## config.mk

```make
export PLATFORM = sky130hd
export DESIGN_NAME = ifetch_npc
export DESIGN_NICKNAME = d
export VERILOG_FILES = /design/src/rtl/npc_pkg.sv /design/src/rtl/npc_src_sel.sv /design/src/rtl/npc_calc.sv /design/src/rtl/npc_pc_reg.sv /design/src/rtl/ifetch_npc.sv
export SDC_FILE = /design/constraint.sdc
export NUM_CORES = 1
export LEC_CHECK = 0
export ABC_AREA = 1
export BUFFER_PORTS_ARGS = -buffer_cell sky130_fd_sc_hd__buf_2
export CORE_ASPECT_RATIO = 0.75
export CORE_MARGIN = 4
export CORE_UTILIZATION = 56
export DETAILED_ROUTE_END_ITERATION = 8
export PLACE_DENSITY = 0.81
export SYNTH_ARGS = -nofsm -noshare
export SYNTH_HDL_FRONTEND = slang
export SYNTH_HIERARCHICAL = 1
export SYNTH_SLANG_ARGS = --single-unit
```

## constraint.sdc

```tcl
create_clock -name clk -period 3 [get_ports clk]
set_input_delay 0.45 -clock clk [delete_from_list [all_inputs] [get_ports clk]]
set_output_delay 0.45 -clock clk [all_outputs]
set_load 0.03 [all_outputs]
```

## src/rtl/npc_pkg.sv

```systemverilog
package npc_pkg;
  // Number of always-zero low bits in an aligned 32-bit instruction address.
  localparam int ALIGN_W = 2;

  // Which candidate the counter loads at the next edge.
  typedef enum logic [1:0] {
    SRC_SEQ    = 2'd0,
    SRC_BRANCH = 2'd1,
    SRC_JUMP   = 2'd2
  } npc_src_e;
endpackage

```

## src/rtl/npc_src_sel.sv

```systemverilog
module npc_src_sel
  import npc_pkg::*;
(
  input  logic     br_sel,
  input  logic     eq_flag,
  input  logic     jmp,
  output npc_src_e src
);
  // Jump outranks a taken branch; a branch needs both qualifiers.
  always_comb begin
    if (jmp)                    src = SRC_JUMP;
    else if (br_sel && eq_flag) src = SRC_BRANCH;
    else                        src = SRC_SEQ;
  end
endmodule

```

## src/rtl/npc_calc.sv

```systemverilog
module npc_calc
  import npc_pkg::*;
#(
  parameter int WORD_W = 30,
  parameter int IMM_W  = 16,
  parameter int TGT_W  = 26
) (
  input  logic [WORD_W-1:0] pc_q,
  input  npc_src_e          src,
  input  logic [IMM_W-1:0]  imm_off,
  input  logic [TGT_W-1:0]  jmp_tgt,
  output logic [WORD_W-1:0] seq_word,
  output logic [WORD_W-1:0] pc_d
);
  localparam int EXT_W = WORD_W - IMM_W;
  localparam int HI_W  = WORD_W - TGT_W;

  logic [WORD_W-1:0] off_word;
  logic [WORD_W-1:0] br_word;
  logic [WORD_W-1:0] jmp_word;

  // Successor word; wraps modulo 2^WORD_W.
  assign seq_word = pc_q + WORD_W'(1);

  // Sign extension of the word offset, no shift.
  generate
    if (EXT_W > 0) begin : g_ext
      assign off_word = {{EXT_W{imm_off[IMM_W-1]}}, imm_off};
    end else begin : g_trunc
      assign off_word = imm_off[WORD_W-1:0];
    end
  endgenerate

  assign br_word = seq_word + off_word;

  // Jump keeps the upper bits of the successor region.
  generate
    if (HI_W > 0) begin : g_region
      assign jmp_word = {seq_word[WORD_W-1 -: HI_W], jmp_tgt};
    end else begin : g_full
      assign jmp_word = jmp_tgt[WORD_W-1:0];
    end
  endgenerate

  always_comb begin
    unique case (src)
      SRC_JUMP:   pc_d = jmp_word;
      SRC_BRANCH: pc_d = br_word;
      default:    pc_d = seq_word;
    endcase
  end
endmodule

```

## src/rtl/npc_pc_reg.sv

```systemverilog
module npc_pc_reg #(
  parameter int WORD_W = 30
) (
  input  logic              clk,
  input  logic              rst,
  input  logic [WORD_W-1:0] pc_d,
  output logic [WORD_W-1:0] pc_q
);
  always_ff @(posedge clk) begin
    if (rst) pc_q <= '0;
    else     pc_q <= pc_d;
  end

  // a reset edge leaves the counter at zero.
  p_reset_clear_r1: assert property (@(posedge clk) rst |=> (pc_q == '0))
    else $error("p_reset_clear_r1");
endmodule

```

## src/rtl/ifetch_npc.sv

```systemverilog
module ifetch_npc
  import npc_pkg::*;
#(
  parameter int ADDR_W = 32,
  parameter int IMM_W  = 16,
  parameter int TGT_W  = 26
) (
  input  logic              clk,
  input  logic              rst,
  input  logic              br_sel,
  input  logic              eq_flag,
  input  logic              jmp,
  input  logic [IMM_W-1:0]  imm_off,
  input  logic [TGT_W-1:0]  jmp_tgt,
  output logic [ADDR_W-1:0] fetch_addr,
  output logic [ADDR_W-1:0] seq_addr
);
  localparam int WORD_W = ADDR_W - ALIGN_W;
  localparam int BEXT_W = ADDR_W - IMM_W - ALIGN_W;

  npc_src_e          src;
  logic [WORD_W-1:0] pc_q;
  logic [WORD_W-1:0] pc_d;
  logic [WORD_W-1:0] seq_word;

  npc_src_sel u_sel (
    .br_sel (br_sel),
    .eq_flag(eq_flag),
    .jmp    (jmp),
    .src    (src)
  );

  npc_calc #(.WORD_W(WORD_W), .IMM_W(IMM_W), .TGT_W(TGT_W)) u_calc (
    .pc_q    (pc_q),
    .src     (src),
    .imm_off (imm_off),
    .jmp_tgt (jmp_tgt),
    .seq_word(seq_word),
    .pc_d    (pc_d)
  );

  npc_pc_reg #(.WORD_W(WORD_W)) u_pc (
    .clk (clk),
    .rst (rst),
    .pc_d(pc_d),
    .pc_q(pc_q)
  );

  // Byte addresses: word index followed by the zero alignment bits.
  assign fetch_addr = {pc_q, {ALIGN_W{1'b0}}};
  assign seq_addr   = {seq_word, {ALIGN_W{1'b0}}};

  // without a jump or a qualified branch, the next fetch is last cycle's successor.
  p_seq_step_r3: assert property (@(posedge clk) disable iff (rst)
    (!jmp && !(br_sel && eq_flag)) |=> (fetch_addr == $past(seq_addr)))
    else $error("p_seq_step_r3");

  // a taken branch moves by the offset in words from the successor.
  p_branch_target_r5: assert property (@(posedge clk) disable iff (rst)
    (br_sel && eq_flag && !jmp) |=>
      (fetch_addr == $past(seq_addr) +
        {{BEXT_W{$past(imm_off[IMM_W-1])}}, $past(imm_off), {ALIGN_W{1'b0}}}))
    else $error("p_branch_target_r5");

  // a jump loads the target field, even when a branch is also taken.
  p_jump_field_r7: assert property (@(posedge clk) disable iff (rst)
    jmp |=> (fetch_addr[TGT_W+ALIGN_W-1:ALIGN_W] == $past(jmp_tgt)))
    else $error("p_jump_field_r7");

  // a jump keeps the region bits of the wrapped successor.
  p_jump_region_r7: assert property (@(posedge clk) disable iff (rst)
    jmp |=> (fetch_addr[ADDR_W-1:TGT_W+ALIGN_W] ==
             $past(seq_addr[ADDR_W-1:TGT_W+ALIGN_W])))
    else $error("p_jump_region_r7");
endmodule

```

==> results of run 1 <==
==> placed cells by master (no fill, tap or decap), drive strengths merged, types with 4 or more instances in the layout <==
cell type    n
xor2        15
a22oi        5
o21bai       5
buf        162
o21ai        7
nor2       123
nand4       13
xnor2        7
nand3       67
dfxtp       30
nor3        11
nand3b       6
nand2      269
inv        160
a21oi       61
clkbuf       5
or2         11
conb         4
ha          37
==> worst max-delay path by stage <==
stage                                  start  cells past startpoint                        to
global placement     u_pc/pc_q[6]$_SDFF_PP0_                     20  u_pc/pc_q[29]$_SDFF_PP0_
CTS                  u_pc/pc_q[0]$_SDFF_PP0_                     20  u_pc/pc_q[23]$_SDFF_PP0_
finish               u_pc/pc_q[7]$_SDFF_PP0_                     21  u_pc/pc_q[26]$_SDFF_PP0_
floorplan            u_pc/pc_q[0]$_SDFF_PP0_                     17   u_pc/pc_q[9]$_SDFF_PP0_
global route        u_pc/pc_q[13]$_SDFF_PP0_                     17  u_pc/pc_q[22]$_SDFF_PP0_
detailed placement   u_pc/pc_q[8]$_SDFF_PP0_                     20  u_pc/pc_q[29]$_SDFF_PP0_
==> report_power, final <==
part	internal, mW	switching, mW
clock network	0.155	0.150
registers	0.436	0.0502
logic	0.428	0.767
total	1.02	0.966
==> worst reg2reg max path, delay by kind of cell, from the launching register on <==
family	cells	cell delay [ns]
buffers and inverters	3	0.29
AND/OR/NAND/NOR	17	1.90
adder cells (fa/ha/maj)	1	0.30
flip-flops	1	0.36
==> per-layer routing <==
| layer | up-vias | global-route usage (%) | share of wire (%) |
|---|---|---|---|
| met4 | 0 | 7.86 | 3.0 |
| li1 | 2960 | - | - |
| met1 | 2754 | 45.8 | 41 |
| met2 | 421 | 53.0 | 45 |
| met3 | 51 | 6.67 | 11 |
| met5 | - | 0 | 0 |
==> metrics by stage <==
step | area [µm²] | utilization, % | hold slack [ns]
after floorplan | 4750 | - | 0.631
after global placement | 5690 | 70.9 | 0.678
after detailed placement | 5690 | 70.9 | 0.692
after CTS | 5820 | 72.5 | 0.533
after global routing | 6380 | 79.6 | 0.560
final | 6380 | 79.6 | 0.539
==> logic make-up after synthesis <==
family                     Yosys count  share of synthesized area, %
and+or+nand+nor                    505                          47.1
buffers and inverters              179                          15.3
AOI/OAI and AO/OA                   84                          10.0
adders and majority gates           38                          10.3
DFF                                 30                          12.8
xor gates and xnor gates            22                          4.44
other                                1                        0.0801
==> cell type report <==
class | instances | area share (%)
multi-input combinational | 653 | 62.1
timing repair buffer | 162 | 15.0
sequential | 30 | 10.0
inverter | 161 | 9.53
tap | 105 | 2.06
clock buffer | 5 | 1.08
clock inverter | 2 | 0.157
==> what timing repair did <==
action / 4_1_cts / 5_1_grt
setup buffers: 0 / 5
endpoints found under the setup margin: 14 / 22
resized for setup: 17 / 136
pin swaps: 1 / 36
==> flow_metrics.py, run 1 <==
metrics = {
    "run": {
        "maxCapViolations": 0,
    },
    "timing": {
        "slew_viol_final": 0,
        "finClkSkew_ns": 0.00849,
        "setup-violations-final": 0,
        "worst_slack_ns": 0.0165,
        "slew_headroom_pct": 33.3,
        "finalSetupTns_ns": 0,
        "final.min_clock_period_ns": 2.98,
        "grt_setup_unrepaired": "true",
        "tightest_slew_ns": 1.00,
        "fin_crit_sh_pct": 99.5,
        "finalHoldViolations": 0,
        "max_freq_mhz": 335,
    },
    "cts": {
        "clk_pin_slew_ns": 0.07,
        "clockBufferDepth": 2,
        "cts_root_buf": "clkbuf_8",
        "cts_max_level": 2,
        "cts_buffers": 5,
        "clk-insertion-delay-late_ns": 0.28,
        "postCtsHoldBufs": 0,
        "cts_tree": "yes",
        "clkSinkCount": 30,
    },
    "logic_synthesis": {
        "synth_edf_count": 0,
        "synth_common_cells": "261 x nand2_1, 155 x inv_1, 115 x nor2_1",
        "syn-cell-area_um2": 4680,
        "synth_top_area_share_pct": 20.9,
        "synth_area_leaders": "nand2_1 21%, dfxtp_1 13%, inv_1 12%, ha_1 9.9%, nor2_1 9.2%",
        "yosysSeqAreaShare_pct": 12.8,
        "synth-main-ff-cell": "dfxtp_1",
        "synth_area_per_cell_um2": 5.45,
        "yosysWarningCount": 6,
        "ys_ff_latch": 30,
        "synth_cells": 859,
        "yosysTopAreaCell": "nand2_1",
        "ys_types": 42,
        "async_reset_ff_share_pct": 0,
        "synth.most_common_cell": "nand2_1",
    },
    "power_and_ir_drop": {
        "peakVddDrop_uv": 392,
        "power_mw": 1.99,
        "leakagePower_nw": 3.54,
        "powerDensity_nw_per_um2": 311,
    },
    "critical_path": {
        "crit_type": "reg -> reg",
        "crit_chain": "nand2_1, nor2_2, nand4_1, nor2_2, nor2_1, or2_4, ha_1, nand2_1, buf_4, nor2_2, inv_1, nor3_2, nand2_1, nand2_2, nand2_1, nand2_1, nand2_1, nand3_1, nand2_1, inv_1, nor2_1",
        "path_max_fanout": 3,
        "ff2ff_path_depth": 21,
        "cp.arrival_ns": 3.14,
        "critPathLaunchType": "flip-flop",
        "endpoint_kind": "flip-flop",
        "critPathTopFamily": "simple AND/OR/NAND/NOR gates",
        "crit_top_cell": "nand2_1",
        "cp_num_buf_inv": 3,
        "r2r_start": "u_pc/pc_q[7]$_SDFF_PP0_",
        "critPathSlowestCell": "dfxtp_2",
        "ff2ff_setup_slack_ns": 0.02,
        "critical_path.max_stage_delay_ns": 0.36,
        "required_ns": 3.16,
        "reg2reg_to": "u_pc/pc_q[26]$_SDFF_PP0_",
    },
    "global_routing": {
        "grt_max_degree": 31,
        "gr-total-overflow": 0,
        "grt_use_total_pct": 33.1,
        "antenna_found_initial": 0,
        "grt_pass1_wl_um": 26200,
        "first_global_vias": 5378,
    },
    "placed_design": {
        "dp_worst_setup_slack_ns": -0.247,
        "hpwlAfterDp_um": 13700,
        "portBuffers": 106,
        "place.gp.congestion": 0.957,
        "dp.cells": 1106,
    },
    "routing": {
        "drtIter0Drc": 734,
        "totalWireLength_um": 18100,
        "first_pass_iters": 6,
        "drc": 0,
        "num_vias": 6186,
        "vias_per_cell": 5.53,
        "ant_nets": 0,
        "wl_per_cell_um": 16.2,
    },
    "worst_hold_path": {
        "min_path_cells": 5,
        "worstHoldEndpoint": "u_pc/pc_q[0]$_SDFF_PP0_",
        "min_from": "jmp_tgt[0]",
        "hp-class": "in -> reg",
    },
    "floorplan": {
        "die_h_um": 87.2,
        "die-area_um2": 9900,
        "start_util_pct": 58.3,
        "row_count": 28,
        "core-area_um2": 8020,
        "die_x_um": 114,
        "ioPinCount": 111,
    },
    "finish": {
        "finalNonFillerCells": 1118,
        "drive_gt1_share_pct": 33.3,
        "largest_reg_flops": 30,
        "largest-register": "u_pc/pc_q",
        "finalNetCount": 1098,
        "area_delta_synth_final_pct": 36.4,
        "largest_registers": "u_pc/pc_q (30)",
        "multi_input_area_um2": 3970,
        "register_area_um2": 639,
        "antenna_cells": 0,
        "fill_cells": 675,
    },
    "status": {
        "status": "finished, final reports clean",
    },
}
No activity file was read; power rests on OpenSTA's default activity.
==> run 2: changes to the inputs <==
- ABC_AREA: 1 -> 0
- CORE_UTILIZATION: 56 -> 53
- PLACE_DENSITY: 0.81 -> 0.8
- SYNTH_HIERARCHICAL: 1 -> unset
==> flow_metrics.py, run 2 <==
metrics = {
    "placed_design": {
        "portBuffers": 106,
        "place.gp.congestion": 1.02,
        "dpl-instance-area_um2": 5860,
        "hpwlAfterDp_um": 12900,
    },
    "logic_synthesis": {
        "synth_common_cells": "45 x nor2_1, 37 x a21oi_1, 37 x nand2_1",
        "syn-cell-area_um2": 3630,
        "synth_edf_count": 0,
        "synth_cells": 466,
        "yosysWarningCount": 0,
        "synth-main-ff-cell": "dfxtp_1",
        "async_reset_ff_share_pct": 0,
        "synth_area_leaders": "dfxtp_1 17%, ha_1 12%, xnor2_1 5.5%, xor2_1 5.5%, a21oi_1 5.1%",
        "synth_top_area_share_pct": 16.5,
        "synth_area_per_cell_um2": 7.79,
        "ys_types": 73,
        "synth.most_common_cell": "nor2_1",
        "ys_ff_latch": 30,
        "yosysSeqAreaShare_pct": 16.5,
        "yosysTopAreaCell": "dfxtp_1",
    },
    "cts": {
        "clkSinkCount": 30,
        "cts_buffers": 5,
        "clockBufferDepth": 2,
        "postCtsHoldBufs": 0,
        "cts_root_buf": "clkbuf_8",
        "cts_setup_buffers": 38,
        "cts_max_level": 2,
        "cts.repair.resized": 71,
    },
    "status": {
        "stop_stage": "clock tree synthesis (4_1_cts)",
        "status": "aborted with a tool error",
        "firstError": "[ERROR DPL-0038] Utilization greater than 100%, impossible to legalize",
    },
    "floorplan": {
        "die_h_um": 79.7,
        "start_util_pct": 56.1,
        "ioPinCount": 111,
        "row_count": 25,
        "die_x_um": 104,
    },
}
## run 2: cell count changes after synthesis, sizes merged, moves of 16 or more
cell / previous run / this run
a21oi: 61 / 37
nand2: 269 / 38
nand3: 67 / 14
a21o: 0 / 16
xnor2: 7 / 23
o21ai: 7 / 23
nor2: 123 / 45
inv: 160 / 19
## run 2: metrics by stage
step / setup TNS (ns) / std cells / setup WS (ns)
detailed placement: -4.28 / 752 / -0.376
floorplan: -2.83 / 469 / -0.267
global placement: -2.02 / 752 / -0.229
## run 2: cell families after synthesis
family	share of synthesized area, %
adders and majority gates	12.6
DFF	16.5
muxes	0.827
and+or+nand+nor	22.6
other	0.103
AOI/OAI and AO/OA	29.6
buffers and inverters	6.65
xor gates and xnor gates	11.1
==> run 3: changes to the inputs <==
- CORE_ASPECT_RATIO: 0.75 -> unset
- CORE_UTILIZATION: 53 -> 40
- PLACE_DENSITY: 0.8 -> unset
- PLACE_DENSITY_LB_ADDON: unset -> 0.15
==> flow_metrics.py, run 3 <==
metrics = {
    "timing": {
        "fin_crit_sh_pct": 109,
        "setup-violations-final": 17,
        "slew_viol_final": 0,
        "final.min_clock_period_ns": 3.28,
        "worst_slack_ns": -0.279,
        "slew_headroom_pct": 48.3,
        "finClkSkew_ns": 0.00778,
        "finalSetupTns_ns": -2.84,
        "grt_setup_unrepaired": "true",
        "max_freq_mhz": 305,
        "tightest_slew_ns": 0.776,
        "finalHoldViolations": 0,
    },
    "floorplan": {
        "start_util_pct": 41.4,
        "die_h_um": 103,
        "ioPinCount": 111,
        "die-area_um2": 10700,
        "die_x_um": 103,
        "row_count": 34,
        "core-area_um2": 8760,
    },
    "routing": {
        "ant_nets": 0,
        "vias_per_cell": 5.64,
        "num_vias": 4664,
        "drtIter0Drc": 221,
        "totalWireLength_um": 15600,
        "drc": 0,
        "wl_per_cell_um": 18.9,
        "first_pass_iters": 4,
    },
    "power_and_ir_drop": {
        "pwr-share-seq_pct": 20.8,
        "p_switching_uw": 953,
        "combPwrFrac_pct": 64.2,
        "powerDensity_nw_per_um2": 327,
        "peakVddDrop_uv": 244,
        "leakagePower_nw": 3.13,
        "switching_share_pct": 43.5,
        "p_clk_share_pct": 15.0,
        "p_int_mw": 1.24,
    },
    "finish": {
        "area_delta_synth_final_pct": 84.5,
        "largest_reg_flops": 30,
        "mostFrequentLayoutCells": "153 x buf_4, 105 x buf_2, 41 x nor2_1",
        "post-route-util_pct": 76.5,
        "fin_area_um2": 6700,
        "layout_commonest_cell": "buf_4",
        "largest_registers": "u_pc.pc_q (30)",
        "antenna_cells": 0,
        "finalNonFillerCells": 827,
        "drive_gt1_share_pct": 59.4,
        "largest-register": "u_pc.pc_q",
        "finalNetCount": 801,
    },
    "run": {
        "maxCapViolations": 0,
    },
    "critical_path": {
        "cp.arrival_ns": 3.47,
        "path_max_fanout": 6,
        "required_ns": 3.19,
        "critical_path.max_stage_delay_ns": 0.37,
        "ff2ff_path_depth": 13,
        "ff2ff_setup_slack_ns": -0.28,
        "critPathLaunchType": "flip-flop",
        "r2r_start": "u_pc.pc_q[3]$_SDFF_PP0_",
        "reg2reg_to": "u_pc.pc_q[20]$_SDFF_PP0_",
        "endpoint_kind": "flip-flop",
        "crit_type": "reg -> reg",
        "crit_chain": "and4_1, and4_4, buf_12, and3_4, xor2_4, ha_4, a21oi_2, o2111ai_2, o32ai_4, o21bai_1, a211oi_2, o31ai_1, o21a_1",
        "critPathSlowestCell": "o32ai_4",
    },
    "cts": {
        "clockBufferDepth": 2,
        "cts_tree": "yes",
        "cts_max_level": 2,
        "clk_pin_slew_ns": 0.07,
        "cts_buffers": 5,
        "postCtsHoldBufs": 0,
        "clkSinkCount": 30,
        "cts_root_buf": "clkbuf_8",
        "clk-insertion-delay-late_ns": 0.29,
    },
    "logic_synthesis": {
        "synth-main-ff-cell": "dfxtp_1",
        "synth.most_common_cell": "nor2_1",
        "synth_area_per_cell_um2": 7.79,
        "synth_top_area_share_pct": 16.5,
        "synth_edf_count": 0,
        "syn-cell-area_um2": 3630,
        "ys_types": 73,
        "yosysWarningCount": 0,
        "synth_area_leaders": "dfxtp_1 17%, ha_1 12%, xnor2_1 5.5%, xor2_1 5.5%, a21oi_1 5.1%",
        "ys_ff_latch": 30,
        "yosysSeqAreaShare_pct": 16.5,
        "yosysTopAreaCell": "dfxtp_1",
        "synth_common_cells": "45 x nor2_1, 37 x a21oi_1, 37 x nand2_1",
        "synth_cells": 466,
        "async_reset_ff_share_pct": 0,
    },
    "placed_design": {
        "portBuffers": 106,
        "dp.cells": 791,
        "place.gp.congestion": 0.900,
        "dpl-instance-area_um2": 5970,
        "hpwlAfterDp_um": 11200,
    },
    "global_routing": {
        "grt_max_degree": 34,
        "first_global_vias": 4685,
        "grt_use_total_pct": 27.7,
        "grt_pass1_wl_um": 23000,
        "antenna_found_initial": 0,
        "gr-total-overflow": 0,
    },
    "worst_hold_path": {
        "worstHoldEndpoint": "u_pc.pc_q[11]$_SDFF_PP0_",
        "min_from": "jmp_tgt[11]",
        "min_path_cells": 3,
        "hp-class": "in -> reg",
    },
    "status": {
        "status": "complete, but fails checks",
        "violations": "negative setup slack",
    },
}
[run 3: cell counts after synthesis]
Identical to the previous run, type by type.
[run 3: area by class of cell]
class | count | area (µm²)
Timing Repair Buffer | 266 | 1780
Clock inverter | 3 | 11.3
Clock buffer | 5 | 68.8
Sequential cell | 30 | 643
Inverter | 19 | 71.3
Fill cell | 583 | 2060
Multi-Input combinational cell | 396 | 3990
Tap cell | 108 | 135
[run 3: logic make-up after synthesis]
| group | after synthesis | synth area share, % |
|---|---|---|
| AOI/OAI and AO/OA | 148 | 29.6 |
| muxes | 3 | 0.827 |
| buffers and inverters | 43 | 6.65 |
| adders and majority gates | 36 | 12.6 |
| and+or+nand+nor | 159 | 22.6 |
| other | 1 | 0.103 |
| DFF | 30 | 16.5 |
| xor gates and xnor gates | 46 | 11.1 |
[run 3: critical path, delay by kind of cell (launching register included)]
| kind | cells | cell delay (ns) |
|---|---|---|
| compound gates | 7 | 1.46 |
| simple gates | 3 | 0.74 |
| flops | 1 | 0.34 |
| xor+xnor | 1 | 0.25 |
| fa+ha+maj | 1 | 0.25 |
| buf+inv | 1 | 0.15 |
[run 3: per-stage QoR]
stage | worst slack [ns] | hold slack [ns] | power (mW)
finish | -0.279 | 0.397 | 2.19
detailed placement | -0.251 | 0.692 | 1.66
floorplan | -0.267 | 0.584 | 1.23
CTS | -0.176 | 0.392 | 2.09
global route | -0.442 | 0.408 | 2.32
global placement | -0.214 | 0.680 | 1.64
[run 3: worst max-delay path by stage]
stage,startpoint,to,slack [ns],cells after the start
global placement,u_pc.pc_q[4]$_SDFF_PP0_,u_pc.pc_q[21]$_SDFF_PP0_,-0.21,14
detailed placement,u_pc.pc_q[4]$_SDFF_PP0_,u_pc.pc_q[16]$_SDFF_PP0_,-0.25,13
finish,u_pc.pc_q[3]$_SDFF_PP0_,u_pc.pc_q[20]$_SDFF_PP0_,-0.28,13
global route,u_pc.pc_q[3]$_SDFF_PP0_,u_pc.pc_q[28]$_SDFF_PP0_,-0.44,15
floorplan,u_pc.pc_q[7]$_SDFF_PP0_,u_pc.pc_q[29]$_SDFF_PP0_,-0.27,14
CTS,u_pc.pc_q[3]$_SDFF_PP0_,u_pc.pc_q[21]$_SDFF_PP0_,-0.18,14
[run 3: power groups by stage]
stage	clock, mW	sequential (mW)	combinational [mW]
final	0.329	0.457	1.41
after CTS	0.340	0.456	1.29
after detailed placement	0	0.463	1.20
after global routing	0.357	0.460	1.50
after floorplan	0	0.557	0.671
after global placement	0	0.462	1.18
[run 3: layer usage]
layer | vias to the layer above | track usage [%] | part of all wire, % | wire (µm)
met5 | - | 0 | 0 | 0
met4 | 0 | 9.66 | 4.0 | 622
met3 | 42 | 3.42 | 5.8 | 913
met1 | 2221 | 33.4 | 39 | 6150
li1 | 2210 | - | - | -
met2 | 191 | 50.5 | 51 | 7950
[run 3: repair_timing]
item / CTS / global route
pin swaps: 42 / 39
cloned: 0 / 0
gates resized for setup: 38 / 45
endpoints found under the setup margin: 20 / 23
buffers inserted: 15 / 13
